$ cat config.mk
export PLATFORM = sky130hd
export DESIGN_NAME = spi_cmd_engine
export DESIGN_NICKNAME = d
export VERILOG_FILES = /design/src/rtl/spi_eng_pkg.sv /design/src/rtl/spi_eng_regs.sv /design/src/rtl/spi_eng_buf.sv /design/src/rtl/spi_eng_shift.sv /design/src/rtl/spi_cmd_engine.sv
export SDC_FILE = /design/constraint.sdc
export NUM_CORES = 2
export LEC_CHECK = 0
export BUFFER_PORTS_ARGS = -buffer_cell sky130_fd_sc_hd__buf_2
export CORE_MARGIN = 10
export CORE_UTILIZATION = 45
export CTS_CLUSTER_DIAMETER = 200
export DETAILED_ROUTE_END_ITERATION = 10
export PLACE_DENSITY = 0.62
export SLEW_MARGIN = 20
export SYNTH_ARGS = -nofsm -noshare
export SYNTH_HDL_FRONTEND = slang
export SYNTH_SLANG_ARGS = --single-unit
$ cat constraint.sdc
create_clock -name clk_i -period 7.5 [get_ports clk_i]
set_input_delay 0.375 -clock clk_i [delete_from_list [all_inputs] [get_ports clk_i]]
set_output_delay 0.375 -clock clk_i [all_outputs]
set_load 0.01 [all_outputs]
$ cat src/rtl/spi_eng_pkg.sv
package spi_eng_pkg;
  localparam logic [3:0] OFS_CFG0  = 4'h0;
  localparam logic [3:0] OFS_CFG1  = 4'h1;
  localparam logic [3:0] OFS_CFG2  = 4'h2;
  localparam logic [3:0] OFS_CFG3  = 4'h3;
  localparam logic [3:0] OFS_CTRL  = 4'h4;
  localparam logic [3:0] OFS_OPC   = 4'h5;
  localparam logic [3:0] OFS_CNT0  = 4'h6;
  localparam logic [3:0] OFS_CNT1  = 4'h7;
  localparam logic [3:0] OFS_ADR0  = 4'h8;
  localparam logic [3:0] OFS_ADR1  = 4'h9;
  localparam logic [3:0] OFS_ADR2  = 4'hA;
  localparam logic [3:0] OFS_ADR3  = 4'hB;
  localparam logic [7:0] UNLOCK_A  = 8'h55;
  localparam logic [7:0] UNLOCK_B  = 8'hAA;
  localparam logic [2:0] MAX_ALEN  = 3'd4;

  typedef enum logic [2:0] {
    PH_IDLE, PH_CMD, PH_ADDR, PH_DUMMY, PH_DATA, PH_GAP
  } phase_e;

  typedef enum logic [1:0] {ULK_NONE, ULK_HALF, ULK_ARMED} unlock_e;

  typedef struct packed {
    logic        cs_sel;
    logic [2:0]  alen;
    logic [4:0]  dummy;
    logic        dir;
    logic [7:0]  opcode;
    logic [31:0] addr;
  } xfer_cfg_t;
endpackage

$ cat src/rtl/spi_eng_regs.sv
module spi_eng_regs
  import spi_eng_pkg::*;
#(
  parameter int DEPTH = 256,
  localparam int CW = $clog2(DEPTH + 1)
) (
  input  logic          clk_i,
  input  logic          rst_ni,
  input  logic          we_i,
  input  logic [3:0]    addr_i,
  input  logic [7:0]    wdata_i,
  output logic [7:0]    rdata_o,
  input  logic          busy_i,
  output logic          start_o,
  output xfer_cfg_t     cfg_o,
  output logic [CW-1:0] nbytes_o,
  output logic [1:0]    mode_o,
  output logic          armed_o
);
  logic [31:0] cfg_q, adr_q;
  logic [15:0] cnt_q;
  logic [7:0]  opc_q;
  logic [1:0]  mode_q;
  logic        dir_q;
  unlock_e     ulk_q;
  logic        ctrl_wr;

  assign ctrl_wr = we_i && (addr_i == OFS_CTRL);
  assign start_o = ctrl_wr && wdata_i[0] && !busy_i;

  always_ff @(posedge clk_i or negedge rst_ni) begin
    if (!rst_ni) begin
      cfg_q  <= '0;
      adr_q  <= '0;
      cnt_q  <= '0;
      opc_q  <= '0;
      mode_q <= 2'b11;
      dir_q  <= 1'b0;
      ulk_q  <= ULK_NONE;
    end else if (we_i) begin
      case (addr_i)
        OFS_CFG0: cfg_q[7:0]   <= wdata_i;
        OFS_CFG1: cfg_q[15:8]  <= wdata_i;
        OFS_CFG2: cfg_q[23:16] <= wdata_i;
        OFS_CFG3: cfg_q[31:24] <= wdata_i;
        OFS_OPC:  opc_q        <= wdata_i;
        OFS_CNT0: cnt_q[7:0]   <= wdata_i;
        OFS_CNT1: cnt_q[15:8]  <= wdata_i;
        OFS_ADR0: adr_q[7:0]   <= wdata_i;
        OFS_ADR1: adr_q[15:8]  <= wdata_i;
        OFS_ADR2: adr_q[23:16] <= wdata_i;
        OFS_ADR3: adr_q[31:24] <= wdata_i;
        OFS_CTRL: begin
          dir_q <= wdata_i[3];
          if (wdata_i[5:4] == 2'b11) mode_q <= 2'b11;
          else if (wdata_i[5:4] == 2'b00 && ulk_q == ULK_ARMED) mode_q <= 2'b00;
        end
        default: ;
      endcase
      // unlock tracks only back-to-back opcode writes
      if (addr_i == OFS_OPC && wdata_i == UNLOCK_A) ulk_q <= ULK_HALF;
      else if (addr_i == OFS_OPC && wdata_i == UNLOCK_B && ulk_q == ULK_HALF) ulk_q <= ULK_ARMED;
      else ulk_q <= ULK_NONE;
    end
  end

  always_comb begin
    case (addr_i)
      OFS_CFG0: rdata_o = cfg_q[7:0];
      OFS_CFG1: rdata_o = cfg_q[15:8];
      OFS_CFG2: rdata_o = cfg_q[23:16];
      OFS_CFG3: rdata_o = cfg_q[31:24];
      OFS_CTRL: rdata_o = {2'b00, mode_q, dir_q, 1'b0, busy_i, 1'b0};
      OFS_OPC:  rdata_o = opc_q;
      OFS_CNT0: rdata_o = cnt_q[7:0];
      OFS_CNT1: rdata_o = cnt_q[15:8];
      OFS_ADR0: rdata_o = adr_q[7:0];
      OFS_ADR1: rdata_o = adr_q[15:8];
      OFS_ADR2: rdata_o = adr_q[23:16];
      OFS_ADR3: rdata_o = adr_q[31:24];
      default:  rdata_o = 8'h00;
    endcase
  end

  always_comb begin
    cfg_o.cs_sel = cfg_q[24];
    cfg_o.alen   = (cfg_q[18:16] > MAX_ALEN) ? MAX_ALEN : cfg_q[18:16];
    cfg_o.dummy  = cfg_q[23:19];
    cfg_o.dir    = ctrl_wr ? wdata_i[3] : dir_q;
    cfg_o.opcode = opc_q;
    cfg_o.addr   = adr_q;
  end

  assign nbytes_o = (cnt_q > 16'(DEPTH)) ? CW'(DEPTH) : cnt_q[CW-1:0];
  assign mode_o   = mode_q;
  assign armed_o  = (ulk_q == ULK_ARMED);
endmodule

$ cat src/rtl/spi_eng_buf.sv
module spi_eng_buf #(
  parameter int DEPTH = 256,
  localparam int AW = $clog2(DEPTH)
) (
  input  logic          clk_i,
  input  logic          busy_i,
  input  logic          host_we_i,
  input  logic [AW-1:0] host_addr_i,
  input  logic [7:0]    host_wdata_i,
  output logic [7:0]    host_rdata_o,
  input  logic          eng_we_i,
  input  logic [AW-1:0] eng_addr_i,
  input  logic [7:0]    eng_wdata_i,
  output logic [7:0]    eng_rdata_o
);
  logic [7:0] mem_q [DEPTH];

  always_ff @(posedge clk_i) begin
    if (eng_we_i) mem_q[eng_addr_i] <= eng_wdata_i;
    else if (host_we_i && !busy_i) mem_q[host_addr_i] <= host_wdata_i;
  end

  assign host_rdata_o = mem_q[host_addr_i];
  assign eng_rdata_o  = mem_q[eng_addr_i];
endmodule

$ cat src/rtl/spi_eng_shift.sv
module spi_eng_shift
  import spi_eng_pkg::*;
#(
  parameter int SCLK_DIV = 4,
  parameter int DEPTH    = 256,
  localparam int AW   = $clog2(DEPTH),
  localparam int CW   = $clog2(DEPTH + 1),
  localparam int DW   = $clog2(SCLK_DIV),
  localparam int HALF = SCLK_DIV / 2
) (
  input  logic          clk_i,
  input  logic          rst_ni,
  input  logic          start_i,
  input  xfer_cfg_t     cfg_i,
  input  logic [CW-1:0] nbytes_i,
  output logic          busy_o,
  output logic          sclk_o,
  output logic          mosi_o,
  output logic [1:0]    cs_no,
  input  logic          miso_i,
  output logic [AW-1:0] buf_addr_o,
  input  logic [7:0]    buf_rdata_i,
  output logic          buf_we_o,
  output logic [7:0]    buf_wdata_o
);
  phase_e        ph_q, post_ph;
  xfer_cfg_t     cfg_q;
  logic [CW-1:0] n_q, idx_q;
  logic [DW-1:0] div_q;
  logic [4:0]    bit_q, post_bit;
  logic [7:0]    rx_q, adr_byte;
  logic          sclk_q, half_tick, fall_tick, active;

  assign half_tick = (div_q == DW'(HALF - 1));
  assign fall_tick = half_tick && sclk_q;
  assign active    = (ph_q != PH_IDLE) && (ph_q != PH_GAP);

  // phase that follows the opcode/address bytes
  always_comb begin
    if (cfg_q.dummy != 5'd0) begin
      post_ph = PH_DUMMY; post_bit = cfg_q.dummy - 5'd1;
    end else if (n_q != '0) begin
      post_ph = PH_DATA;  post_bit = 5'd7;
    end else begin
      post_ph = PH_GAP;   post_bit = 5'd0;
    end
  end

  always_ff @(posedge clk_i or negedge rst_ni) begin
    if (!rst_ni) begin
      ph_q <= PH_IDLE; cfg_q <= '0; n_q <= '0; idx_q <= '0;
      div_q <= '0; bit_q <= '0; rx_q <= '0; sclk_q <= 1'b0;
    end else begin
      case (ph_q)
        PH_IDLE: if (start_i) begin
          ph_q <= PH_CMD; cfg_q <= cfg_i; n_q <= nbytes_i;
          bit_q <= 5'd7; div_q <= '0; sclk_q <= 1'b0; idx_q <= '0;
        end
        PH_GAP: begin
          if (div_q == DW'(SCLK_DIV - 1)) begin
            ph_q <= PH_IDLE; div_q <= '0;
          end else div_q <= div_q + 1'b1;
        end
        default: begin
          if (!half_tick) div_q <= div_q + 1'b1;
          else begin
            div_q  <= '0;
            sclk_q <= ~sclk_q;
            if (!sclk_q) rx_q <= {rx_q[6:0], miso_i};
            else if (bit_q != 5'd0) bit_q <= bit_q - 5'd1;
            else begin
              case (ph_q)
                PH_CMD: if (cfg_q.alen != 3'd0) begin
                  ph_q <= PH_ADDR; idx_q <= CW'(cfg_q.alen - 3'd1); bit_q <= 5'd7;
                end else begin
                  ph_q <= post_ph; bit_q <= post_bit; idx_q <= '0;
                end
                PH_ADDR: if (idx_q != '0) begin
                  idx_q <= idx_q - 1'b1; bit_q <= 5'd7;
                end else begin
                  ph_q <= post_ph; bit_q <= post_bit;
                end
                PH_DUMMY: if (n_q != '0) begin
                  ph_q <= PH_DATA; bit_q <= 5'd7; idx_q <= '0;
                end else ph_q <= PH_GAP;
                default: if (idx_q == n_q - 1'b1) ph_q <= PH_GAP;
                         else begin idx_q <= idx_q + 1'b1; bit_q <= 5'd7; end
              endcase
            end
          end
        end
      endcase
    end
  end

  assign adr_byte = 8'(cfg_q.addr >> {idx_q[1:0], 3'b000});

  always_comb begin
    case (ph_q)
      PH_CMD:  mosi_o = cfg_q.opcode[bit_q[2:0]];
      PH_ADDR: mosi_o = adr_byte[bit_q[2:0]];
      PH_DATA: mosi_o = cfg_q.dir && buf_rdata_i[bit_q[2:0]];
      default: mosi_o = 1'b0;
    endcase
  end

  assign busy_o      = (ph_q != PH_IDLE);
  assign sclk_o      = sclk_q;
  assign cs_no       = active ? (cfg_q.cs_sel ? 2'b01 : 2'b10) : 2'b11;
  assign buf_addr_o  = idx_q[AW-1:0];
  assign buf_we_o    = (ph_q == PH_DATA) && !cfg_q.dir && fall_tick && (bit_q == 5'd0);
  assign buf_wdata_o = rx_q;
endmodule

$ cat src/rtl/spi_cmd_engine.sv
module spi_cmd_engine
  import spi_eng_pkg::*;
#(
  parameter int SCLK_DIV  = 4,
  parameter int BUF_DEPTH = 256,
  localparam int AW = $clog2(BUF_DEPTH),
  localparam int CW = $clog2(BUF_DEPTH + 1)
) (
  input  logic          clk_i,
  input  logic          rst_ni,
  input  logic          reg_we_i,
  input  logic [3:0]    reg_addr_i,
  input  logic [7:0]    reg_wdata_i,
  output logic [7:0]    reg_rdata_o,
  input  logic          buf_we_i,
  input  logic [AW-1:0] buf_addr_i,
  input  logic [7:0]    buf_wdata_i,
  output logic [7:0]    buf_rdata_o,
  output logic          sclk_o,
  output logic          mosi_o,
  input  logic          miso_i,
  output logic [1:0]    cs_no
);
  xfer_cfg_t     cfg;
  logic [CW-1:0] nbytes;
  logic [AW-1:0] eng_addr;
  logic [7:0]    eng_rdata, eng_wdata;
  logic [1:0]    mode;
  logic          busy, start, eng_we, armed;

  spi_eng_regs #(.DEPTH(BUF_DEPTH)) u_regs (
    .clk_i, .rst_ni, .we_i(reg_we_i), .addr_i(reg_addr_i), .wdata_i(reg_wdata_i),
    .rdata_o(reg_rdata_o), .busy_i(busy), .start_o(start), .cfg_o(cfg),
    .nbytes_o(nbytes), .mode_o(mode), .armed_o(armed)
  );

  spi_eng_buf #(.DEPTH(BUF_DEPTH)) u_buf (
    .clk_i, .busy_i(busy), .host_we_i(buf_we_i), .host_addr_i(buf_addr_i),
    .host_wdata_i(buf_wdata_i), .host_rdata_o(buf_rdata_o), .eng_we_i(eng_we),
    .eng_addr_i(eng_addr), .eng_wdata_i(eng_wdata), .eng_rdata_o(eng_rdata)
  );

  spi_eng_shift #(.SCLK_DIV(SCLK_DIV), .DEPTH(BUF_DEPTH)) u_shift (
    .clk_i, .rst_ni, .start_i(start), .cfg_i(cfg), .nbytes_i(nbytes), .busy_o(busy),
    .sclk_o, .mosi_o, .cs_no, .miso_i, .buf_addr_o(eng_addr), .buf_rdata_i(eng_rdata),
    .buf_we_o(eng_we), .buf_wdata_o(eng_wdata)
  );
endmodule

# ---- Yosys cells after proc, flatten, opt, wreduce, memory -nomap -nowiden
# Memories as Yosys holds them, arrays and structs flattened.
# Cells that the tools add are included.
# W data, S select, Z words.
dict set report classes {
  order_cmp 3
  shifts 1
  add_sub_neg 7
  n_eq_ne 35
  mux 66
  bitwise_logic 3
  reduce_logical 53
}
# op n
set op_table {}
lappend op_table {{$pmux W8 S12} 1}
lappend op_table {{$mux W9} 9}
lappend op_table {{$mux W5} 9}
lappend op_table {{$mux W3} 11}
lappend op_table {{$shr A32 B5 Y8} 1}
lappend op_table {{$pmux W9 S3} 1}
lappend op_table {{$reduce_and A2 Y1} 13}
lappend op_table {{$mux W2} 9}
lappend op_table {{$pmux W9 S2} 1}
lappend op_table {{$reduce_bool A9 Y1} 2}
lappend op_table {{$sub A9 B1 Y9 const B} 2}
lappend op_table {{$eq A4 B3 Y1 const B} 4}
lappend op_table {{$eq A4 B4 Y1 const B} 4}
lappend op_table {{$gt A16 B9 Y1 const B} 1}
lappend op_table {{$mux W8} 2}
lappend op_table {{$pmux W5 S3} 1}
lappend op_table {{$logic_and A1 B1 Y1} 14}
lappend op_table {{$mux W1} 13}
lappend op_table {{$reduce_bool A3 Y1} 4}
lappend op_table {{$pmux W5 S2} 1}
lappend op_table {{$reduce_bool A5 Y1} 2}
lappend op_table {{$sub A5 B1 Y5 const B} 2}
lappend op_table {{$add A9 B1 Y9 const B} 1}
lappend op_table {{$bmux W1 S3} 3}
lappend op_table {{41 further kinds} 57}
dict set report word_totals {
  inputBits 33
  ramBits 2048
  regBits 180
  wordCells 196
  mem_count 1
}
# name depth width read_ports rd_ports_with_merged_regs wr line_no
set mem_list {}
lappend mem_list {u_buf.mem_q 256 8 2 0 1 spi_eng_buf.sv:16} ;# logic [7:0] mem_q [DEPTH];

# ---- Depth between registers and ports, before layout
dict set report depth {
  depth_word 9
  depth_mapped 15
  ltp_nobuf 13
}

# ---- Hierarchy
# A second synthesis with hierarchy kept.
dict set report unflattened {
  cells_unflattened 6015
  area_unflattened_um2 105912.8
}
# mod area_per_inst_um2 cells_per_inst seq_area_each_um2 n_inst
set by_module_without_submodules {}
lappend by_module_without_submodules {spi_eng_buf 96158.5 5182 61499.0 1}
lappend by_module_without_submodules {spi_eng_shift 4989.8 443 2177.1 1}
lappend by_module_without_submodules {spi_eng_regs 4764.6 390 2303.5 1}

# ---- Worst setup path before layout
# No wires, ideal clock.
dict set report synth_path {
  path_type {register -> register}
  from {register u_shift.ph_q[2]}
  to {memory u_buf.mem_q[0][0], data pin}
  required_ns 6.677
  path_stages_with_launch 7
  arrival_ns 4.846
  setup_time_ns 0.823
  path_slack_ns 1.832
  cell_sequence {dfrtp_1 > nor3_1 > and2_1 > clkbuf_1 > clkbuf_1 > nand2_1 > nand2_1}
}
dict set report synth_between {
  elab_chain_cells 8
}
# item line_no
set synth_lines {}
lappend synth_lines {{start: declaration} spi_eng_shift.sv:26} ;# phase_e ph_q, post_ph;
lappend synth_lines {{start signal: assignment} spi_eng_shift.sv:81} ;# ph_q <= post_ph; bit_q <= post_bit;
lappend synth_lines {{$reduce_bool A3 Y1 or $eq A3 B3 Y1 (tied branches)} {spi_eng_shift.sv:107, spi_eng_shift.sv:111}}
lappend synth_lines {{$logic_not A1 Y1 or $logic_and A1 B1 Y1 (tied branches)} {spi_eng_buf.sv:20, spi_eng_shift.sv:111}}
lappend synth_lines {{$logic_and A1 B1 Y1 (on tied branches)} {spi_eng_buf.sv:20, spi_eng_shift.sv:111}}
lappend synth_lines {{$mux W1 or $logic_and A1 B1 Y1 (tied branches)} {spi_eng_buf.sv:20, spi_eng_shift.sv:111}}
lappend synth_lines {{$mux W1 *} spi_eng_buf.sv:19} ;# if (eng_we_i) mem_q[eng_addr_i] <= eng_wdata_i;
lappend synth_lines {{$mux W1 (implied by the code) *} spi_eng_buf.sv:20} ;# else if (host_we_i && !busy_i) mem_q[host_addr_i] <= host_wdata_i;
lappend synth_lines {{$reduce_or A8 Y1 (no line) *} n/a}
lappend synth_lines {{$mux W8 (no line) *} n/a}
lappend synth_lines {{end: declaration} spi_eng_buf.sv:16}
# Every way passes the cells marked *; elsewhere a longest branch is shown, timed or not.

# ---- Worst setup path in the final report
dict set report layout_path {
  from {register u_shift.idx_q[0]}
  to {output mosi_o}
}
dict set report layout_between {
  elab_chain_cells 5
}
# item line_no
set layout_lines {}
lappend layout_lines {{start: declaration} spi_eng_shift.sv:28} ;# logic [CW-1:0] n_q, idx_q;
lappend layout_lines {{start signal: assignment} spi_eng_shift.sv:51} ;# ph_q <= PH_IDLE; cfg_q <= '0; n_q <= '0; idx_q <= '0;
lappend layout_lines {{start signal: assignment} spi_eng_shift.sv:57} ;# bit_q <= 5'd7; div_q <= '0; sclk_q <= 1'b0; idx_q <= '0;
lappend layout_lines {{start signal: assignment} spi_eng_shift.sv:74} ;# ph_q <= PH_ADDR; idx_q <= CW'(cfg_q.alen - 3'd1); bit_q <= 5'd7;
lappend layout_lines {{$mem_v2 Z256 W8} n/a}
lappend layout_lines {{$bmux W1 S3} spi_eng_shift.sv:102} ;# PH_DATA: mosi_o = cfg_q.dir && buf_rdata_i[bit_q[2:0]];
lappend layout_lines {{$mux W1 (implied by the code)} spi_eng_shift.sv:102}
lappend layout_lines {{$logic_and A1 B1 Y1} spi_eng_shift.sv:102}
lappend layout_lines {{$pmux W1 S3 *} spi_eng_shift.sv:99} ;# case (ph_q)
lappend layout_lines {{end: declaration} spi_cmd_engine.sv:20} ;# output logic mosi_o,
# Every way passes the cells marked *; elsewhere a longest branch is shown, timed or not. The select of a mux whose other input is x is not followed.

==> results.md <==
* Ys async rst share at 8.04%
* Share of layout cells above drive strength 1 at 35.9%
* Final GP Congestion at 0.939
* Gr ovfl total at 0
* Die height at 502 um
* FF-to-FF path depth at 9
* Ys flop type: edfxtp_1
* Placeable Area at 0.230 sq mm
* Critical path peak fanout at 58
* Cell count after synthesis at 5,286
* Synth Area per Inst at 19.8 sq um
* Post-CTS Resized at 0
* #FFs+latches synth at 2,227
* Peak supply drop at 0.000324 V
* DP Wirelength at 214,000 um
* Final cycle utilization of the critical path at 92.1%
* Clock skew at 0.0616 ns
* Worst endpoint required time at 7.12 ns
* Num CTS Buffers at 230
* Sequential power share at 40.8%
* DR pass1 iterations at 7
* Layout area overhead at 10.9%
* Bufs on Longest Clock Path at 3
* Comb power frac at 30.7%
* F_max at 145 MHz
* Final instance area at 0.116 sq mm
* Setup crit start kind: flop
* Switching share of power at 33.8%
* Post-layout util at 50.3%
* Synth Warn # at 0
* Worst hold path type: primary input to flop
* NumNets Final at 5,358
* Placed cell areas at 0.108 sq mm
* Synth cell types at 68
* Slew Limit Fails at 0
* Reg2reg start: u_shift.bit_q[1]$_DFFE_PN0P_
* Outcome: complete, no violations
* Drt wl/cell at 39.0 um
* Initial Util at 45.3%
* Internal cell power at 26.2 mW
* Antenna viol nets, final at 0
* Worst hold margin at 0.0601 ns
* Final Hold Viols at 0
* Mapped cell area at 0.104 sq mm
* Io pins at 53
* Commonest non-fill, non-tap cells in the layout: edfxtp_1 (2,048), mux4_2 (1,218), nor2_1 (298)
* Number of synthesized flops with an enable pin at 2,048
* Routed wire length at 333,000 um
* Post-synth net total at 5,335
* Final setup TNS at 0 ns
* Port Buffers at 52
* Final min period at 6.91 ns
* Clock transition at path regs at 0.06 ns
* CTS Root Cell: clkbuf_16
* Total Die Area at 0.252 sq mm
* Worst endpoint data arrival time at 6.53 ns
* Fill cells at 18,300
* DRC viols at 0
* Insertion delay to the later sink of the worst-skew pair at 0.90 ns
* Clock Power Share at 28.5%
* Initial detailed-routing violation count at 8,829
* Largest net degree at the start of global routing at 211
* Via count at 59,600
* Vias in the first global route at 59,400
* Commonest non-fill, non-tap cell in the layout: edfxtp_1
* H-tree Lvls at 4
* Max_slew headroom at 14.0%
* Register area share after synthesis at 63.2%
* Leakage power total at 36.9 nW
* Number of max-cap violations at 0
* RSZ-0062 raised after global routing: false
* Gr usage total at 26.1%
* Sw Pwr at 13.4 mW
* Critical path class: flop to output port
* TritonCTS clock tree: done
* Die X at 502 um
* TritonCTS Sinks at 2,227
* R2R Setup Slk at 2.33 ns
* Cell row count at 176
* First-pass GRT wire length at 468,000 um
* Via density at 6.98
* Critical Path End Type: output port
* Antenna violations before repair at 23
* Slew @ Worst Pin at 1.29 ns
* Crit. Startpoint: u_shift.idx_q[0]$_DFFE_PN0P_
* Final setup fails at 0
* Crit path to: mosi_o
* RR Endpoint: u_buf.mem_q[26][6]$_DFFE_PP_
* PD cells at 342 mW/mm^2
worst min-delay path by stage:
stage,endpoint,slack [ns],cells past startpoint,startpoint
after global routing,u_regs.adr_q[20]$_DFFE_PN0P_,0.05,2,reg_wdata_i[4]
after detailed placement,u_shift.idx_q[1]$_DFFE_PN0P_,0.45,1,rst_ni
after global placement,u_shift.div_q[1]$_DFFE_PN0N_,0.45,1,rst_ni
after floorplan,u_regs.adr_q[0]$_DFFE_PN0P_,0.08,0,rst_ni
after CTS,u_regs.adr_q[4]$_DFFE_PN0P_,0.007,2,reg_wdata_i[4]
final,u_regs.adr_q[4]$_DFFE_PN0P_,0.06,2,reg_wdata_i[4]
sequential cells by signal, indices dropped and copies added (netlist names):
name                 cells
u_regs.adr_q            32
u_shift.n_q              9
u_shift.bit_q            5
u_shift.idx_q            9
u_regs.opc_q             8
u_buf.mem_q           2048
u_regs.cnt_q            16
u_shift.buf_wdata_o      8
u_shift.cfg_q           50
u_shift.div_q            2
u_regs.cfg_q            32
u_regs.ulk_q             2
u_shift.ph_q             3
u_regs.dir_q             1
u_shift.sclk_o           1
u_regs.mode_o            1
Yosys cell counts, drive strengths merged (7+ instances only):
library cell / number / area, sq um
a31oi: 19 / 119
o221ai: 9 / 78.8
a22o: 25 / 219
a32oi: 8 / 70.1
nor3: 15 / 75.1
nand2: 164 / 616
nor2b: 10 / 62.6
a211oi: 13 / 97.6
nand3: 48 / 240
a22oi: 73 / 548
nor4: 16 / 100
o211ai: 9 / 67.6
nand2b: 16 / 100
mux2i: 122 / 1220
ha: 15 / 188
o21ai: 67 / 335
edfxtp: 2048 / 61500
xnor2: 12 / 105
nand3b: 10 / 75.1
clkbuf: 256 / 961
and2: 9 / 56.3
and3: 8 / 50.1
dfrtp: 178 / 4450
o31ai: 12 / 90.1
o311ai: 7 / 61.3
a21oi: 79 / 395
inv: 33 / 124
a221oi: 22 / 193
mux4: 1218 / 27400
nor2: 332 / 1250
mux2: 154 / 1730
o22ai: 36 / 225
buf: 159 / 866
per-layer routing:
layer	track usage [%]	share of wire (%)
met2	40.1	46
met5	0.0761	0.018
met3	6.85	10
met4	10.7	4.7
met1	35.8	38
metrics by stage:
stage / setup slack [ns] / std cells / power, mW
2_1_floorplan: 1.83 / 5286 / 23.8
3_3_place_gp: 1.62 / 8093 / 28.2
3_5_place_dp: 1.61 / 8093 / 28.4
4_1_cts: 0.665 / 8525 / 39.5
5_1_grt: 0.510 / 8529 / 40.6
6_report: 0.592 / 8536 / 39.6
cell families (layout without fill, tap and decap cells):
logic type      count (synthesis)  count (layout)  share of synthesized area (%)
compound gates                429             429                           2.81
xor+xnor                       18              18                          0.151
buf+inv                       449             663                           1.87
fa+ha+maj                      17              17                          0.208
flops                        2227            2227                           63.2
simple gates                  652             652                           2.68
other cells                     0              10                              0
mux                          1494            1494                           29.1
cell type report:
class                   count  area (sq um)  share of cell area (%)
diodes                     10          25.0                  0.0216
clock buffers             287          6060                    5.23
clock inverters           136          1260                    1.09
inverters                  34           135                   0.117
multi-input cells        2610         36700                    31.7
flip-flops and latches   2227         66000                    57.0
well taps                3026          3790                    3.27
repair buffers            206          1830                    1.58
power by group through the flow:
stage / sequential [mW] / combinational [mW] / clock [mW]
floorplan: 16.7 / 7.11 / 0
finish: 16.2 / 12.2 / 11.3
global placement: 16.4 / 11.8 / 0
detailed placement: 16.4 / 12.0 / 0
CTS: 16.1 / 12.0 / 11.4
global route: 16.2 / 12.5 / 11.9
critical path: stages (launching register included):
cell       delay [ns]
dfrtp_4          1.02
buf_12           0.45
buf_4            0.40
mux4_2           0.55
a22oi_1          0.19
nand3_1          0.32
a2111oi_0        1.05
buf_4            0.24
a211o_1          0.12
nand4_1          0.11
a32oi_1          0.36
o221ai_1         0.36
buf_2            0.26
repair_timing:
item	in CTS	in global routing
buffers inserted	0	0
hold buffers	9	0
endpoints found under the hold margin	105	0
Note: power is estimated with default switching activity, not from simulation.
